**src/rtl/stat_pkg.sv**
```systemverilog
package stat_pkg;
  localparam int NSET  = 6;
  localparam int SEL_W = 3;

  localparam int SI_MEAS = 0;
  localparam int SI_SYS  = 1;
  localparam int SI_QUES = 2;
  localparam int SI_EVT  = 3;
  localparam int SI_OPER = 4;
  localparam int SI_USER = 5;

  localparam int SB_MEAS = 0;
  localparam int SB_SYS  = 1;
  localparam int SB_ERR  = 2;
  localparam int SB_QUES = 3;
  localparam int SB_MSG  = 4;
  localparam int SB_EVT  = 5;
  localparam int SB_MSTR = 6;
  localparam int SB_OPER = 7;

  typedef enum logic [2:0] {
    RA_COND = 3'd0,
    RA_EVT  = 3'd1,
    RA_EN   = 3'd2,
    RA_PTR  = 3'd3,
    RA_NTR  = 3'd4
  } reg_addr_e;

  // master bit: OR of every other bit of the status byte
  function automatic logic master_of(input logic [7:0] b);
    logic [7:0] m;
    m = b;
    m[SB_MSTR] = 1'b0;
    return |m;
  endfunction
endpackage

```
**src/rtl/stat_edge_det.sv**
```systemverilog
module stat_edge_det #(
  parameter int W = 8
) (
  input  logic         clk,
  input  logic [W-1:0] cur_i,
  output logic [W-1:0] rise_o,
  output logic [W-1:0] fall_o
);
  logic [W-1:0] prev_q;

  // tracks the input even during reset, so held-high conditions are not new edges
  always_ff @(posedge clk) prev_q <= cur_i;

  assign rise_o = cur_i & ~prev_q;
  assign fall_o = ~cur_i & prev_q;
endmodule

```
**src/rtl/stat_reg_set.sv**
```systemverilog
module stat_reg_set
  import stat_pkg::*;
#(
  parameter int W = 8
) (
  input  logic         clk,
  input  logic         rst,
  input  logic [W-1:0] cond_i,
  input  logic         wr_i,
  input  logic         rd_i,
  input  logic [2:0]   addr_i,
  input  logic [W-1:0] wdata_i,
  output logic [W-1:0] rdata_o,
  output logic         sum_o,
  output logic         clr_o,
  output logic [W-1:0] evt_o,
  output logic [W-1:0] en_o,
  output logic [W-1:0] ptr_o,
  output logic [W-1:0] ntr_o,
  output logic [W-1:0] hit_o
);
  logic [W-1:0] rise, fall;
  logic [W-1:0] evt_q, en_q, ptr_q, ntr_q;

  function automatic logic [W-1:0] filt_hits(input logic [W-1:0] r, f, p, n);
    return (r & p) | (f & n);
  endfunction

  stat_edge_det #(.W(W)) u_edge (
    .clk   (clk),
    .cur_i (cond_i),
    .rise_o(rise),
    .fall_o(fall)
  );

  assign hit_o = filt_hits(rise, fall, ptr_q, ntr_q);
  assign clr_o = rd_i && (reg_addr_e'(addr_i) == RA_EVT);

  always_ff @(posedge clk) begin
    if (rst) begin
      evt_q <= '0;
      en_q  <= '0;
      ptr_q <= '1;
      ntr_q <= '0;
    end else begin
      evt_q <= (clr_o ? '0 : evt_q) | hit_o;
      if (wr_i) begin
        case (reg_addr_e'(addr_i))
          RA_EN:   en_q  <= wdata_i;
          RA_PTR:  ptr_q <= wdata_i;
          RA_NTR:  ntr_q <= wdata_i;
          default: ;
        endcase
      end
    end
  end

  always_comb begin
    case (reg_addr_e'(addr_i))
      RA_COND: rdata_o = cond_i;
      RA_EVT:  rdata_o = evt_q;
      RA_EN:   rdata_o = en_q;
      RA_PTR:  rdata_o = ptr_q;
      RA_NTR:  rdata_o = ntr_q;
      default: rdata_o = '0;
    endcase
  end

  assign sum_o = |(evt_q & en_q);
  assign evt_o = evt_q;
  assign en_o  = en_q;
  assign ptr_o = ptr_q;
  assign ntr_o = ntr_q;
endmodule

```
**src/rtl/stat_byte_build.sv**
```systemverilog
module stat_byte_build
  import stat_pkg::*;
(
  input  logic       meas_i,
  input  logic       sys_i,
  input  logic       ques_i,
  input  logic       evt_i,
  input  logic       oper_i,
  input  logic       err_i,
  input  logic       msg_i,
  output logic [7:0] stb_o
);
  logic [7:0] raw;

  always_comb begin
    raw          = '0;
    raw[SB_MEAS] = meas_i;
    raw[SB_SYS]  = sys_i;
    raw[SB_ERR]  = err_i;
    raw[SB_QUES] = ques_i;
    raw[SB_MSG]  = msg_i;
    raw[SB_EVT]  = evt_i;
    raw[SB_OPER] = oper_i;
    stb_o          = raw;
    stb_o[SB_MSTR] = master_of(raw);
  end
endmodule

```
**src/rtl/stat_block.sv**
```systemverilog
module stat_block
  import stat_pkg::*;
#(
  parameter int W = 8
) (
  input  logic                clk,
  input  logic                rst,
  input  logic [NSET*W-1:0]   cond_i,
  input  logic                err_avail_i,
  input  logic                msg_avail_i,
  input  logic [SEL_W-1:0]    sel_i,
  input  logic [2:0]          addr_i,
  input  logic                wr_i,
  input  logic                rd_i,
  input  logic [W-1:0]        wdata_i,
  output logic [W-1:0]        rdata_o,
  output logic [7:0]          stb_o
);
  localparam logic [W-1:0] TOPBIT = W'(1) << (W - 1);

  logic [NSET-1:0]   sum_v, clr_vec;
  logic [NSET*W-1:0] cond_eff, evt_all, en_all, ptr_all, ntr_all, hit_all;
  logic [W-1:0]      rd_arr [NSET];

  for (genvar g = 0; g < NSET; g++) begin : g_set
    logic [W-1:0] ce;
    logic         hit_sel;
    assign hit_sel = (sel_i == SEL_W'(g));
    if (g == SI_OPER) begin : g_casc
      assign ce = cond_i[g*W +: W] | ({W{sum_v[SI_USER]}} & TOPBIT);
    end else begin : g_plain
      assign ce = cond_i[g*W +: W];
    end
    assign cond_eff[g*W +: W] = ce;

    stat_reg_set #(.W(W)) u_set (
      .clk    (clk),
      .rst    (rst),
      .cond_i (ce),
      .wr_i   (wr_i && hit_sel),
      .rd_i   (rd_i && hit_sel),
      .addr_i (addr_i),
      .wdata_i(wdata_i),
      .rdata_o(rd_arr[g]),
      .sum_o  (sum_v[g]),
      .clr_o  (clr_vec[g]),
      .evt_o  (evt_all[g*W +: W]),
      .en_o   (en_all[g*W +: W]),
      .ptr_o  (ptr_all[g*W +: W]),
      .ntr_o  (ntr_all[g*W +: W]),
      .hit_o  (hit_all[g*W +: W])
    );
  end

  always_comb begin
    rdata_o = '0;
    for (int k = 0; k < NSET; k++)
      if (sel_i == SEL_W'(k)) rdata_o = rd_arr[k];
  end

  stat_byte_build u_byte (
    .meas_i(sum_v[SI_MEAS]),
    .sys_i (sum_v[SI_SYS]),
    .ques_i(sum_v[SI_QUES]),
    .evt_i (sum_v[SI_EVT]),
    .oper_i(sum_v[SI_OPER]),
    .err_i (err_avail_i),
    .msg_i (msg_avail_i),
    .stb_o (stb_o)
  );
endmodule

```
**config.mk**
```make
export PLATFORM = sky130hd
export DESIGN_NAME = stat_block
export DESIGN_NICKNAME = d
export VERILOG_FILES = /design/src/rtl/stat_pkg.sv /design/src/rtl/stat_edge_det.sv /design/src/rtl/stat_reg_set.sv /design/src/rtl/stat_byte_build.sv /design/src/rtl/stat_block.sv
export SDC_FILE = /design/constraint.sdc
export NUM_CORES = 1
export LEC_CHECK = 0
export ABC_AREA = 1
export BUFFER_PORTS_ARGS = -buffer_cell sky130_fd_sc_hd__clkbuf_2
export CAP_MARGIN = 40
export CORE_ASPECT_RATIO = 0.75
export CORE_MARGIN = 2
export CORE_UTILIZATION = 54
export DETAILED_ROUTE_END_ITERATION = 7
export PLACE_DENSITY_LB_ADDON = 0.2
export SLEW_MARGIN = 20
export SYNTH_ARGS = -nofsm -noshare
export SYNTH_HDL_FRONTEND = slang
export SYNTH_SLANG_ARGS = --single-unit
```
**constraint.sdc**
```tcl
create_clock -name clk -period 1.35 [get_ports clk]
set_input_delay 0.135 -clock clk [delete_from_list [all_inputs] [get_ports clk]]
set_output_delay 0.135 -clock clk [all_outputs]
set_load 0.1 [all_outputs]
```
==> impl_metrics.yaml <==
floorplanning:
  die_area_um2: 21660
  die_w_um: 169.3
  die_h_um: 128.0
  rows: 45
  initial_core_util_pct: 54.89
  io_pins: 84
  core_area_um2: 20160
logic_synthesis:
  synth_edf_count: 0
  synth_top_area_share_pct: 43.43
  seq_area_frac_synth_pct: 43.43
  avgSynthCellArea_um2: 6.754
  synth_cell_types: 31
  synthTopCellsByCount: "nand2_1 (418), nor2_1 (279), dfxtp_1 (240)"
  synth_fp_nets: 1706
  synth_area_leaders: "dfxtp_1 (43%), nand2_1 (14%), nor2_1 (9.5%)"
  ys_seq_elements: 240
  synth_area_um2: 11060
  synth_top_cell_by_area: "dfxtp_1"
  yosys_warnings: 0
  yosysMostFrequentCell: "nand2_1"
  synthFlopType: "dfxtp_1"
  async_flop_share_pct: 0
  syn_inst: 1638
layout:
  diodes: 0
  fin_nets: 1991
  drive_above_1_share_pct: 26.10
  syn_to_final_growth_pct: 39.06
  fin_area_um2: 15380
  final_util_pct: 76.33
clocking:
  numCtsBuffers: 25
  clk_pin_slew_ns: 0.07
  cts_buffer_depth: 3
  cts_tree: "built"
  cts_htree_levels: 1
  cts_sinks: 240
  root_buffer: "clkbuf_16"
  insertion_delay_ns: 0.54
route:
  routed-wl-met3_mm: 5.459
  drtIter0Drc: 1599
  wl_per_cell_um: 18.34
  drc: 0
  drtPass1Iterations: 6
  routed.top_layer: "met4"
  wl_met2_mm: 16.31
  vias: 12630
  wl_met1_mm: 16.66
  drt-vias-per-instance: 5.746
  drt-total-wl_mm: 40.28
  ant_nets: 0
sta:
  rsz0062_at_grt: "yes"
  hold_viol: 1
  period_needed_ns: 2.030
  worst_slack_ns: -0.6795
  fin_tns_setup_ns: -7.669
  fin_skew_ns: 0.02500
  hold_slack_ns: -0.01805
  worst_slew_pin_slew_ns: 0.7552
  slew_viol_final: 0
  max-slew-margin-rel_pct: 49.66
  period_share_pct: 150.3
  fmax_mhz: 492.7
  setup_viol: 14
power:
  power_density_nw_per_um2: 1164
  p_leak_nw: 7.284
  peakVddDrop_v: 0.0009561
min_path:
  hold_end: "g_set[4].u_set.u_edge.prev_q[7]"
  worstHoldStart: "cond_i[39]"
  hold_depth: 4
  hold_path.class: "in2reg"
placed_design:
  dpl-instance-area_um2: 13530
  portBuffers: 83
  dp_hpwl_mm: 27.28
  gp_congestion: 0.9760
critical_path:
  r2r-end: "g_set[4].u_set.evt_o[7]"
  critPathArrivalTime_ns: 1.89
  critical_path_class: "reg2out"
  setup.worst_path.start_class: "register"
  crit_path_start: "g_set[1].u_set.evt_o[0]"
  reg2reg_from: "g_set[5].u_set.evt_o[6]"
  endpoint_kind: "output port"
  r2r_setup_slack_ns: 0.08
  r2r_cells: 9
  critPathRequiredTime_ns: 1.22
  cp_max_fo: 3
status:
  status: "finished with violations"
  violations: "negative hold slack, negative setup slack"
global_route:
  grt_pass1_vias: 11650
  grtUsageTotal_pct: 36.75
  grt_overflow: 0
  grt_max_degree: 80
  antenna_found_initial: 0
  grt_pass1_wl_mm: 62.40
run:
  drv_cap: 0
-- area by class of cell --
type                            count  area [um^2]
Multi-Input combinational cell   1181         5797
Tap cell                          258        322.8
Clock buffer                       33        715.7
Clock inverter                     10        254.0
Sequential cell                   240         4851
Timing Repair Buffer              341         2935
Fill cell                        1499         4772
Inverter                          134        509.2
-- logic make-up (layout without fill, tap and decap cells) --
kind of cell / after synthesis / count (layout) / synth area share [%]
simple gates: 948 / 948 / 36.76
compound gates: 233 / 233 / 11.72
buf+inv: 217 / 518 / 8.098
flops: 240 / 240 / 43.43
-- layer usage --
metal  up-vias  GRT usage [%]
met3       133          10.22
met5         -              0
li1       5928              -
met1      5763          52.13
met2       801          52.99
met4         0          14.28
-- report_power, final --
group | switching, mW | internal, mW | total (mW)
clock | 2.98 | 5.23 | 8.21
combinational | 1.37 | 0.874 | 2.24
sequential | 0.153 | 7.30 | 7.45
total | 4.50 | 13.4 | 17.9
-- timing repair --
action                                 in CTS  in global routing
hold buffers                               47                  0
endpoints found under the hold margin      89                  0
setup buffers                               4                  4
resized for setup                          82                 51
setup endpoints to repair                  15                 14
pin swaps                                  42                 35
-- metrics by stage --
| stage | setup slack, ns | cells | hold slack [ns] | power [mW] |
|---|---|---|---|---|
| floorplan | -0.1061 | 1638 | 0.1627 | 8.651 |
| finish | -0.6795 | 2197 | -0.01805 | 17.91 |
| detailed placement | -0.4571 | 2099 | 0.2545 | 9.574 |
| CTS | -0.6870 | 2193 | -0.02343 | 17.77 |
| global placement | -0.4466 | 2099 | 0.2524 | 9.550 |
| global route | -0.7255 | 2197 | 0.003171 | 18.34 |
-- cells in the final DEF, fill, tap and decap left out, types with 3 or more instances in the layout --
cell type | netlist | final
o21ai_1 | 6 | 10
nor2_1 | 279 | 258
a31oi_1 | 47 | 47
o21ai_0 | 129 | 109
nor2_2 | 9 | 26
nand3_1 | 162 | 138
nand3_4 | 1 | 12
nand2_1 | 418 | 402
o22ai_1 | 4 | 3
nor2_4 | 11 | 15
nand2_2 | 3 | 16
inv_1 | 117 | 107
nand2_4 | 1 | 4
buf_6 | 1 | 8
buf_4 | 12 | 185
bufinv_16 | 0 | 8
buf_12 | 0 | 32
dfxtp_2 | 0 | 31
a21oi_2 | 0 | 4
o211ai_1 | 4 | 4
o21ai_2 | 0 | 16
clkbuf_16 | 0 | 25
a21oi_1 | 28 | 24
inv_2 | 16 | 23
nand4_1 | 58 | 58
dfxtp_1 | 240 | 207
a22o_1 | 12 | 12
nand3_2 | 1 | 14
dlygate4sd3_1 | 0 | 47
clkbuf_2 | 0 | 69
clkbuf_8 | 0 | 6
-- worst max-delay path, stage by stage, from the launching register on --
cell	delay (ns)
dfxtp_2	0.33
a22o_1	0.24
nor2_1	0.14
buf_4	0.15
nand4_1	0.12
nor2_2	0.15
nand2_4	0.08
buf_12	0.17
-- worst max path at each step --
stage	to	cells after the start
finish	stb_o[6]	7
global route	stb_o[6]	7
CTS	stb_o[6]	7
detailed placement	rdata_o[5]	14
global placement	rdata_o[5]	14
floorplan	rdata_o[7]	12
-- sequential cells by signal, indices dropped and copies added (netlist names) --
| signal | flops |
|---|---|
| g_set.u_set.ptr_o | 48 |
| g_set.u_set.u_edge.prev_q | 48 |
| g_set.u_set.ntr_o | 48 |
| g_set.u_set.evt_o | 48 |
| g_set.u_set.en_o | 48 |
(Power assumes the default switching activity.)
